## src/rtl/qsi_pkg.sv

```systemverilog
`timescale 1ns/1ps
package qsi_pkg;

  localparam int SLOT_W = 4;
  localparam int SRC_W  = 3;

  typedef enum logic [1:0] {
    FLG_EMPTY      = 2'd0,
    FLG_NEAR_EMPTY = 2'd1,
    FLG_NEAR_FULL  = 2'd2,
    FLG_FULL       = 2'd3
  } flag_e;

  typedef struct packed {
    logic  inv;
    flag_e flag;
  } src_t;

  function automatic logic pick_cond(input logic [SLOT_W-1:0] nib, input src_t s);
    return nib[s.flag] ^ s.inv;
  endfunction

endpackage

```

## src/rtl/qsi_flop.sv

```systemverilog
`timescale 1ns/1ps
module qsi_flop #(
  parameter int          W       = 32,
  parameter logic [W-1:0] RST_VAL = '0
) (
  input  logic         clk,
  input  logic         rst_n,
  input  logic [W-1:0] d_i,
  output logic [W-1:0] q_o
);
  always_ff @(posedge clk) begin
    if (!rst_n) q_o <= RST_VAL;
    else        q_o <= d_i;
  end
endmodule

```

## src/rtl/qsi_cond_sel.sv

```systemverilog
`timescale 1ns/1ps
module qsi_cond_sel
  import qsi_pkg::*;
#(
  parameter int NQ = 32
) (
  input  logic [NQ*SLOT_W-1:0] stat_i,
  input  src_t [NQ-1:0]        src_i,
  output logic [NQ-1:0]        cond_o
);
  for (genvar q = 0; q < NQ; q++) begin : g_q
    assign cond_o[q] = pick_cond(stat_i[q*SLOT_W +: SLOT_W], src_i[q]);
  end
endmodule

```

## src/rtl/qsi_pend_bank.sv

```systemverilog
`timescale 1ns/1ps
module qsi_pend_bank #(
  parameter int W = 32
) (
  input  logic         clk,
  input  logic         rst_n,
  input  logic [W-1:0] cond_i,
  input  logic [W-1:0] en_i,
  input  logic [W-1:0] clr_i,
  output logic [W-1:0] pend_o,
  output logic         irq_o
);
  logic [W-1:0] cond_q;
  logic [W-1:0] pend_q;
  logic [W-1:0] set_ev;

  // rising condition of an enabled queue
  assign set_ev = cond_i & ~cond_q & en_i;

  always_ff @(posedge clk) begin
    if (!rst_n) begin
      cond_q <= '0;
      pend_q <= '0;
    end else begin
      cond_q <= cond_i;
      pend_q <= (pend_q & ~clr_i) | set_ev;  // set has priority
    end
  end

  assign pend_o = pend_q;
  assign irq_o  = |(pend_q & en_i);

  p_w1c_clears_r7: assert property (@(posedge clk) disable iff (!rst_n)
    (|(clr_i & ~set_ev)) |=> ((pend_q & $past(clr_i & ~set_ev)) == '0));

  p_set_wins_r8: assert property (@(posedge clk) disable iff (!rst_n)
    (|(clr_i & set_ev)) |=> ((pend_q & $past(clr_i & set_ev)) == $past(clr_i & set_ev)));

  p_set_needs_en_r5: assert property (@(posedge clk) disable iff (!rst_n)
    ((pend_q & ~$past(pend_q) & ~$past(en_i)) == '0));
endmodule

```

## src/rtl/qsi_regs.sv

```systemverilog
`timescale 1ns/1ps
module qsi_regs
  import qsi_pkg::*;
#(
  parameter int DW = 32,
  parameter int AW = 4,
  parameter int NQ = 32
) (
  input  logic                 clk,
  input  logic                 rst_n,
  input  logic                 we_i,
  input  logic [AW-1:0]        addr_i,
  input  logic [DW-1:0]        wdata_i,
  output logic [DW-1:0]        rdata_o,
  input  logic [NQ*SLOT_W-1:0] lo_stat_i,
  input  logic [NQ-1:0]        hi_nne_i,
  input  logic [NQ-1:0]        hi_full_i,
  input  logic [NQ-1:0]        pend_lo_i,
  input  logic [NQ-1:0]        pend_hi_i,
  output src_t [NQ-1:0]        src_o,
  output logic [NQ-1:0]        en_lo_o,
  output logic [NQ-1:0]        en_hi_o,
  output logic [NQ-1:0]        clr_lo_o,
  output logic [NQ-1:0]        clr_hi_o
);
  localparam int SPW       = DW / SLOT_W;
  localparam int SRC_WORDS = NQ / SPW;
  localparam int I_EN_LO   = SRC_WORDS;
  localparam int I_EN_HI   = SRC_WORDS + 1;
  localparam int I_PD_LO   = SRC_WORDS + 2;
  localparam int I_PD_HI   = SRC_WORDS + 3;
  localparam int I_ST0     = SRC_WORDS + 4;
  localparam int I_NNE     = I_ST0 + SRC_WORDS;
  localparam int I_FULL    = I_NNE + 1;
  localparam logic [AW-1:0] A_EN_LO = AW'(I_EN_LO);
  localparam logic [AW-1:0] A_EN_HI = AW'(I_EN_HI);
  localparam logic [AW-1:0] A_PD_LO = AW'(I_PD_LO);
  localparam logic [AW-1:0] A_PD_HI = AW'(I_PD_HI);
  localparam logic [AW-1:0] A_NNE   = AW'(I_NNE);
  localparam logic [AW-1:0] A_FULL  = AW'(I_FULL);
  localparam logic [DW-1:0] RSV_MASK = {SPW{4'b1000}};

  src_t [NQ-1:0] src_q;
  logic [NQ-1:0] en_lo_q;
  logic [NQ-1:0] en_hi_q;

  always_ff @(posedge clk) begin
    if (!rst_n) begin
      src_q   <= '0;
      en_lo_q <= '0;
      en_hi_q <= '0;
    end else if (we_i) begin
      for (int q = 0; q < NQ; q++) begin
        if (addr_i == AW'(q / SPW))
          src_q[q] <= src_t'(wdata_i[(q % SPW)*SLOT_W +: SRC_W]);
      end
      if (addr_i == A_EN_LO) en_lo_q <= wdata_i[NQ-1:0];
      if (addr_i == A_EN_HI) en_hi_q <= wdata_i[NQ-1:0];
    end
  end

  assign clr_lo_o = (we_i && addr_i == A_PD_LO) ? wdata_i[NQ-1:0] : '0;
  assign clr_hi_o = (we_i && addr_i == A_PD_HI) ? wdata_i[NQ-1:0] : '0;

  always_comb begin
    rdata_o = '0;
    for (int w = 0; w < SRC_WORDS; w++) begin
      if (addr_i == AW'(w)) begin
        for (int s = 0; s < SPW; s++)
          rdata_o[s*SLOT_W +: SRC_W] = src_q[w*SPW + s];
      end
      if (addr_i == AW'(I_ST0 + w))
        rdata_o = lo_stat_i[w*DW +: DW];
    end
    if (addr_i == A_EN_LO) rdata_o = en_lo_q;
    if (addr_i == A_EN_HI) rdata_o = en_hi_q;
    if (addr_i == A_PD_LO) rdata_o = pend_lo_i;
    if (addr_i == A_PD_HI) rdata_o = pend_hi_i;
    if (addr_i == A_NNE)   rdata_o = hi_nne_i;
    if (addr_i == A_FULL)  rdata_o = hi_full_i;
  end

  assign src_o   = src_q;
  assign en_lo_o = en_lo_q;
  assign en_hi_o = en_hi_q;

  p_reserved_zero_r2: assert property (@(posedge clk) disable iff (!rst_n)
    (addr_i < A_EN_LO) |-> ((rdata_o & RSV_MASK) == '0));
endmodule

```

## src/rtl/qsi_irq_ctrl.sv

```systemverilog
`timescale 1ns/1ps
module qsi_irq_ctrl
  import qsi_pkg::*;
#(
  parameter int DW = 32,
  parameter int AW = 4
) (
  input  logic             clk,
  input  logic             rst_n,
  input  logic             bus_we,
  input  logic [AW-1:0]    bus_addr,
  input  logic [DW-1:0]    bus_wdata,
  output logic [DW-1:0]    bus_rdata,
  input  logic [DW*4-1:0]  lo_stat_i,
  input  logic [DW-1:0]    hi_nne_i,
  input  logic [DW-1:0]    hi_full_i,
  output logic             irq_lo,
  output logic             irq_hi
);
  localparam int NQ = DW;

  logic [NQ*SLOT_W-1:0] lo_stat_q;
  logic [NQ-1:0]        hi_nne_q;
  logic [NQ-1:0]        hi_full_q;
  src_t [NQ-1:0]        src;
  logic [NQ-1:0]        en_lo, en_hi, clr_lo, clr_hi;
  logic [NQ-1:0]        cond_lo, pend_lo, pend_hi;

  qsi_flop #(.W(NQ*SLOT_W), .RST_VAL({NQ{4'h3}})) u_lo_stat (
    .clk(clk), .rst_n(rst_n), .d_i(lo_stat_i), .q_o(lo_stat_q));
  qsi_flop #(.W(NQ), .RST_VAL({NQ{1'b1}})) u_hi_nne (
    .clk(clk), .rst_n(rst_n), .d_i(hi_nne_i), .q_o(hi_nne_q));
  qsi_flop #(.W(NQ), .RST_VAL({NQ{1'b0}})) u_hi_full (
    .clk(clk), .rst_n(rst_n), .d_i(hi_full_i), .q_o(hi_full_q));

  qsi_regs #(.DW(DW), .AW(AW), .NQ(NQ)) u_regs (
    .clk(clk), .rst_n(rst_n), .we_i(bus_we), .addr_i(bus_addr),
    .wdata_i(bus_wdata), .rdata_o(bus_rdata),
    .lo_stat_i(lo_stat_q), .hi_nne_i(hi_nne_q), .hi_full_i(hi_full_q),
    .pend_lo_i(pend_lo), .pend_hi_i(pend_hi),
    .src_o(src), .en_lo_o(en_lo), .en_hi_o(en_hi),
    .clr_lo_o(clr_lo), .clr_hi_o(clr_hi));

  qsi_cond_sel #(.NQ(NQ)) u_sel (
    .stat_i(lo_stat_q), .src_i(src), .cond_o(cond_lo));

  qsi_pend_bank #(.W(NQ)) u_bank_lo (
    .clk(clk), .rst_n(rst_n), .cond_i(cond_lo), .en_i(en_lo),
    .clr_i(clr_lo), .pend_o(pend_lo), .irq_o(irq_lo));

  qsi_pend_bank #(.W(NQ)) u_bank_hi (
    .clk(clk), .rst_n(rst_n), .cond_i(hi_nne_q), .en_i(en_hi),
    .clr_i(clr_hi), .pend_o(pend_hi), .irq_o(irq_hi));

  p_irq_lo_pend_r9: assert property (@(posedge clk) disable iff (!rst_n)
    irq_lo |-> ((pend_lo & en_lo) != '0));
  p_irq_hi_pend_r9: assert property (@(posedge clk) disable iff (!rst_n)
    irq_hi |-> ((pend_hi & en_hi) != '0));
endmodule

```

## config.mk

```make
export PLATFORM = sky130hd
export DESIGN_NAME = qsi_irq_ctrl
export DESIGN_NICKNAME = d
export VERILOG_FILES = /design/src/rtl/qsi_pkg.sv /design/src/rtl/qsi_flop.sv /design/src/rtl/qsi_cond_sel.sv /design/src/rtl/qsi_pend_bank.sv /design/src/rtl/qsi_regs.sv /design/src/rtl/qsi_irq_ctrl.sv
export SDC_FILE = /design/constraint.sdc
export NUM_CORES = 1
export LEC_CHECK = 0
export BUFFER_PORTS_ARGS = -buffer_cell sky130_fd_sc_hd__clkbuf_2
export CORE_UTILIZATION = 40
export DETAILED_ROUTE_END_ITERATION = 10
export SLEW_MARGIN = 20
export SYNTH_ARGS = -nofsm -noshare
export SYNTH_HDL_FRONTEND = slang
export SYNTH_SLANG_ARGS = --single-unit
```

## constraint.sdc

```tcl
create_clock -name clk -period 1.85 [get_ports clk]
set_input_delay 0.2775 -clock clk [delete_from_list [all_inputs] [get_ports clk]]
set_output_delay 0.2775 -clock clk [all_outputs]
set_load 0.05 [all_outputs]
```

==> results of run 1 <==
## layer usage
metal,global-route usage [%],part of all wire [%]
met2,67.4,46
met1,51.5,39
met5,0,0.062
met3,8.93,9.0
met4,22.7,6.2
## layout make-up
class | count | area (sq um)
inverters | 11 | 50.0
fillers | 4082 | 18200
multi-input cells | 1603 | 11600
clock inverters | 29 | 377
well taps | 672 | 841
repair buffers | 920 | 8030
clock buffers | 71 | 1540
flip-flops and latches | 480 | 9770
## flip-flops by register name (all words and copies together), names as in the netlist
signal,flops
u_bank_hi.pend_o,32
u_regs.en_hi_o,32
u_hi_nne.q_o,32
u_regs.en_lo_o,32
u_bank_hi.cond_q,32
u_lo_stat.q_o,128
u_regs.src_o,96
u_bank_lo.pend_o,32
u_bank_lo.cond_q,32
u_hi_full.q_o,32
## per-stage QoR
| step | std cells | total power, mW |
|---|---|---|
| 3_5_place_dp | 3454 | 14.7 |
| 6_report | 3786 | 27.0 |
| 5_1_grt | 3786 | 27.6 |
| 4_1_cts | 3775 | 26.8 |
| 3_3_place_gp | 3454 | 14.6 |
| 2_1_floorplan | 2276 | 12.7 |
## timing repair
action,4_1_cts,5_1_grt
setup endpoints to repair,36,37
endpoints found under the hold margin,203,0
gates cloned,3,0
pin swaps,73,59
setup buffers,27,14
hold buffers,198,0
gates resized for setup,378,115
## cells by family (layout without fill, tap and decap cells)
kind of cell	after synthesis	in the layout	synth area share [%]
flip-flops	480	480	46.6
multiplexers	102	102	7.16
AO/OA/AOI/OAI	602	602	19.0
AND/OR/NAND/NOR	867	867	21.0
XOR/XNOR	32	32	1.36
buffers and inverters	193	1031	4.82
## cells in the mapped netlist (5+ instances only)
cell type | count | area, sq um
dfxtp_1 | 480 | 9610
mux4_2 | 35 | 788
mux2i_1 | 53 | 531
inv_1 | 7 | 26.3
nor3b_1 | 8 | 60.1
buf_4 | 16 | 120
buf_2 | 77 | 385
and2_1 | 132 | 826
nor3_1 | 9 | 45.0
a22oi_1 | 51 | 383
nand3b_1 | 22 | 165
o211ai_1 | 5 | 37.5
a21o_1 | 13 | 97.6
nand2_1 | 406 | 1520
a22o_1 | 16 | 140
o21a_1 | 21 | 158
a211oi_1 | 8 | 60.1
nor2_1 | 79 | 297
nand4_1 | 8 | 50.1
a21bo_2 | 14 | 140
a2bb2oi_1 | 5 | 43.8
a21oi_1 | 251 | 1260
o221ai_1 | 20 | 175
a32o_1 | 24 | 240
clkbuf_1 | 73 | 274
buf_6 | 15 | 169
and3b_1 | 12 | 105
o21ai_1 | 8 | 40.0
xnor2_1 | 32 | 280
a31oi_1 | 6 | 37.5
mux2_2 | 14 | 158
a222oi_1 | 9 | 90.1
nor2_2 | 6 | 37.5
a32oi_1 | 6 | 52.6
nand3_1 | 25 | 125
a21boi_0 | 10 | 75.1
o22ai_1 | 32 | 200
a221oi_1 | 10 | 87.6
o21ai_0 | 57 | 285
a21boi_1 | 9 | 67.6
nand2b_1 | 105 | 657
nor2b_1 | 36 | 225
## worst min-delay path by stage
stage	from	end	slack, ns	cells past startpoint
2_1_floorplan	hi_nne_i[0]	u_hi_nne.q_o[0]	0.38	1
3_3_place_gp	lo_stat_i[68]	u_lo_stat.q_o[68]	0.46	2
3_5_place_dp	lo_stat_i[97]	u_lo_stat.q_o[97]	0.46	2
4_1_cts	bus_wdata[19]	u_regs.en_hi_o[19]	0.007	3
5_1_grt	bus_wdata[19]	u_regs.en_lo_o[19]	0.02	3
6_report	bus_wdata[19]	u_regs.en_hi_o[19]	0.003	3
## power groups by stage
stage	clock (mW)	sequential, mW	combinational (mW)
finish	11.6	11.1	4.39
global route	12.1	11.1	4.51
CTS	11.6	11.0	4.17
detailed placement	0	11.2	3.40
global placement	0	11.3	3.38
floorplan	0	11.1	1.68
## tightest hold or removal path, cell delays in order
cell	delay, ns
clkbuf_2	0.15
nand2_1	0.08
a21oi_1	0.05
==> results.ini, run 1 <==
[clock_network]
htreeDepth = 2
insertion_delay_ns = 0.62
cts_sinks = 480
cts.path.max_buffers = 3
cts_buffers = 53
clk_pin_slew_ns = 0.06
cts_tree = built
cts_root_buf = clkbuf_16

[synth]
yosysWarnings = 0
synth_cell_type_count = 76
netlist_area_sq_um = 20600
synth.avg_cell_area_sq_um = 9.06
synth-seq-cells = 480
synth_flop_cell = dfxtp_1
synth.net_count = 2507
ys_seq_area_share_pct = 46.6
syn_inst = 2276
synth-edff-count = 0
synthArstFlopShare_pct = 0

[hold_path]
hp-class = in -> reg

[setup_path]
r2r-start = u_regs.src_o[45]
reg2reg_to = u_bank_lo.pend_o[15]
reg2reg_depth = 6
crit_end = bus_rdata[19]
crit_buf_inv = 2
critPathLaunchType = flop
worst-path-stages = 7
critPathCaptureType = output pin
worstPathMaxFanout = 2
required_ns = 1.57
crit_chain = mux2i_1, buf_4, o21ai_2, a222oi_1, o21ai_1, a22o_2, buf_12
r2r_slack_ns = 0
cp-startpoint = u_lo_stat.q_o[19]
cpLargestDelayFamily = compound AO/OA/AOI/OAI gates
slowest_stage = a222oi_1
critical_path_class = reg -> out
arrival_ns = 2.42
cpPeakStageDelay_ns = 0.42

[finish]
final_core_utilization_pct = 63.9
drive_above_1_share_pct = 38.6
layout_commonest_cell = nand2_1
layout_common_cells = nand2_1, dfxtp_1, buf_4, clkbuf_2, a21oi_1
final_area_sq_um = 32200
num_antenna_cells = 0
fin_nets = 3300
syn2layout_area_growth_pct = 56.4

[outcome]
status = complete, but fails checks
violations = negative setup slack

[place]
dpl_worst_slack_ns = -0.847
place.gp.congestion = 1.04
dp_hpwl_microns = 81700
place_area_sq_um = 26000
io_buffers = 264

[sta]
skew_ns = 0.0302
slew_violations = 0
whs_ns = 0.00299
grt_setup_unrepaired = yes
fin_ws_ns = -0.848
tns_ns = -16.77
fmax_mhz = 371
relSlewSlack_pct = 51.9
hold_viol_final = 0
tightest_slew_ns = 0.721
period_needed_ns = 2.70
setup_viol = 35
final.period_utilization_pct = 146

[grt]
track_usage_pct = 41.6
grt.overflow.total = 0
antenna_found_initial = 5
grt_pass1_wl_microns = 156000
grt_max_degree = 156
grt_pass1_vias = 21603

[die]
die_h_microns = 229
num_rows = 82
dieArea_sq_um = 52400
ios = 265
die_w_microns = 229
core_sq_um = 50500
start_util_pct = 40.8

[power]
pwr-share-seq_pct = 40.9
netSwitchingPower_mw = 7.31
peakVddDrop_v = 0.000625
combPwrFrac_pct = 16.2
leakage_nw = 12.9
intPower_mw = 19.7
swShare_pct = 27.0
powerDensity_nw_per_um2 = 838
clkPwrFrac_pct = 42.8

[route]
ant_nets = 0
vias_per_cell = 5.73
drc = 0
routedWlPerCell_microns = 29.2
drt-total-wl_microns = 111000
drtIter0Drc = 2584
drtPass1Iterations = 8
vias = 21681

[run]
drv_cap = 0

No activity file was read; power rests on OpenSTA's default activity.
==> inputs of run 2 (changes only) <==
Settings changed: CORE_ASPECT_RATIO set to 0.8.
Clock period 1.85 ns to 2.58 ns, I/O delays scaled along.
==> run 2 against run 1 <==
The run still ends with negative setup slack left; clock skew is 0.0050 ns higher; via count is 4.2% lower; die area hardly changed; power is 32% lower; sequential cell count stayed put; first-iteration DRC count is 15% higher; largest cell class unchanged.
==> results.ini, run 2 (synthesized netlist as in run 1, its figures left out) <==
[outcome]
status = complete, but fails checks
violations = negative setup slack

[grt]
grt.overflow.total = 0  ; unchanged
grt_pass1_vias = 19736  ; -8.6%
grt_max_degree = 155  ; -0.64%
grt_pass1_wl_microns = 147000  ; -5.4%
track_usage_pct = 39.5  ; -2.1 points
antenna_found_initial = 11  ; +6

[place]
place_area_sq_um = 24400  ; -6.1%
place.gp.congestion = 1.03  ; -0.62%
dpl_worst_slack_ns = -0.459  ; +0.388 ns
io_buffers = 264  ; unchanged
dp.cells = 3303  ; -4.4%
dp_hpwl_microns = 80000  ; -2.1%

[setup_path]
cpMostUsedCell = o21ai_1
critical_path_class = reg -> out
crit_chain = nor2b_1, a211oi_2, o21ai_1, a222oi_1, o21ai_1, clkbuf_8
reg2reg_depth = 4  ; -2
slowest_stage = a222oi_1
critPathLaunchType = flop
arrival_ns = 2.27  ; -0.15 ns
cpPeakStageDelay_ns = 0.38  ; -0.04 ns
required_ns = 2.19  ; +0.62 ns
cpLargestDelayFamily = compound AO/OA/AOI/OAI gates
worstPathMaxFanout = 3  ; +1
crit_buf_inv = 1  ; -1
worst-path-stages = 6  ; -1
critPathCaptureType = output pin

[die]
start_util_pct = 40.5  ; -0.36 points
die_h_microns = 205  ; -10%
num_rows = 74  ; -9.8%
die_w_microns = 256  ; +12%
core_sq_um = 50900  ; +0.88%
ios = 265  ; unchanged
dieArea_sq_um = 52400  ; about the same

[power]
swShare_pct = 26.6  ; -0.46 points
powerDensity_nw_per_um2 = 636  ; -24%
pwr-share-seq_pct = 43.3  ; +2.4 points
clkPwrFrac_pct = 41.9  ; -0.9 points
netSwitchingPower_mw = 4.88  ; -33%
intPower_mw = 13.5  ; -32%
peakVddDrop_v = 0.000504  ; -19%
combPwrFrac_pct = 14.8  ; -1.4 points
leakage_nw = 11.4  ; -12%

[route]
drtPass1Iterations = 6  ; -2
drtIter0Drc = 2965  ; +15%
routedWlPerCell_microns = 29.5  ; +0.85%
vias = 20768  ; -4.2%
vias_per_cell = 5.80  ; +1.2%
ant_nets = 0  ; unchanged
drc = 0  ; unchanged
drt-total-wl_microns = 106000  ; -4.6%

[run]
drv_cap = 0  ; unchanged

[finish]
layout_common_cells = dfxtp_1, nand2_1, a21oi_1, buf_4, clkbuf_2
drive_above_1_share_pct = 28.9  ; -9.6 points
layout_commonest_cell = dfxtp_1
instances_no_fill = 3582  ; -5.4%
fin_nets = 3089  ; -6.4%
largest-register = u_lo_stat.q_o
largest_reg_flops = 128  ; unchanged
syn2layout_area_growth_pct = 40.2
final_area_sq_um = 28900  ; -10%

[sta]
period_needed_ns = 2.66
setup_viol = 11  ; -69%
final.period_utilization_pct = 103
slew_violations = 0  ; unchanged
skew_ns = 0.0353  ; +0.00503 ns
whs_ns = 0.0140  ; +0.0110 ns
tightest_slew_ns = 0.963  ; +0.242 ns
fin_ws_ns = -0.0805  ; +0.768 ns
fmax_mhz = 376
hold_viol_final = 0  ; unchanged
grt_setup_unrepaired = yes
relSlewSlack_pct = 35.8  ; -16 points

[hold_path]
hp-class = in -> reg
holdPathStages = 2  ; -1

[clock_network]
cts.path.max_buffers = 3  ; unchanged
cts_tree = built
cts_root_buf = clkbuf_16
clk_pin_slew_ns = 0.07  ; about the same
cts_buffers = 49  ; -7.5%
htreeDepth = 2  ; unchanged
insertion_delay_ns = 0.61  ; about the same
cts_sinks = 480  ; unchanged

[run 2: power groups by stage]
stage	registers, mW	clock network [mW]	logic, mW
CTS	7.93	7.77	2.57
detailed placement	8.09	0	2.25
global placement	8.09	0	2.24
floorplan	7.94	0	1.12
global route	7.96	8.10	2.80
finish	7.95	7.71	2.71
[run 2: layer usage]
metal  vias up  track usage (%)  wire length [microns]
met1     10205             55.8                  45300
met3       201             9.06                  11500
met5         -                0                     48
met2      1247             58.8                  44700
li1       9107                -                      -
met4         8             14.3                   4010
[run 2: through the flow]
stage | setup TNS (ns) | util, % | power, mW
5_1_grt | -0.493 | 56.7 | 18.9
3_3_place_gp | -5.10 | 47.9 | 10.3
3_5_place_dp | -4.76 | 47.9 | 10.3
6_report | -0.385 | 56.7 | 18.4
4_1_cts | -0.357 | 56.0 | 18.3
2_1_floorplan | 0 | - | 9.06
[run 2: area by class of cell]
cell class                      instances  area, sq um
Fill cell                            4535        22000
Multi-Input combinational cell       1603        10600
Sequential cell                       480         9660
Timing Repair Buffer                  713         6010
Clock buffer                           66         1420
Tap cell                              684          856
Clock inverter                         23          324
Inverter                               11         48.8
Antenna cell                            2         5.00
[run 2: final timing paths]
| path | start | end | slack (ns) |
|---|---|---|---|
| hold / removal | lo_stat_i[115] | u_lo_stat.q_o[115] | 0.01 |
| hold reg to reg | u_regs.src_o[16] | u_regs.src_o[16] | 0.47 |
| setup / recovery | u_regs.src_o[26] | bus_rdata[2] | -0.08 |
| setup reg to reg | u_regs.src_o[51] | u_bank_lo.pend_o[17] | 0.45 |
[run 2: repair_timing]
item,4_1_cts,5_1_grt
endpoints found under the setup margin,34,32
gates cloned,2,1
endpoints found under the hold margin,172,0
setup buffers,15,4
hold buffers,172,0
gates resized for setup,134,93
pin swaps,27,36
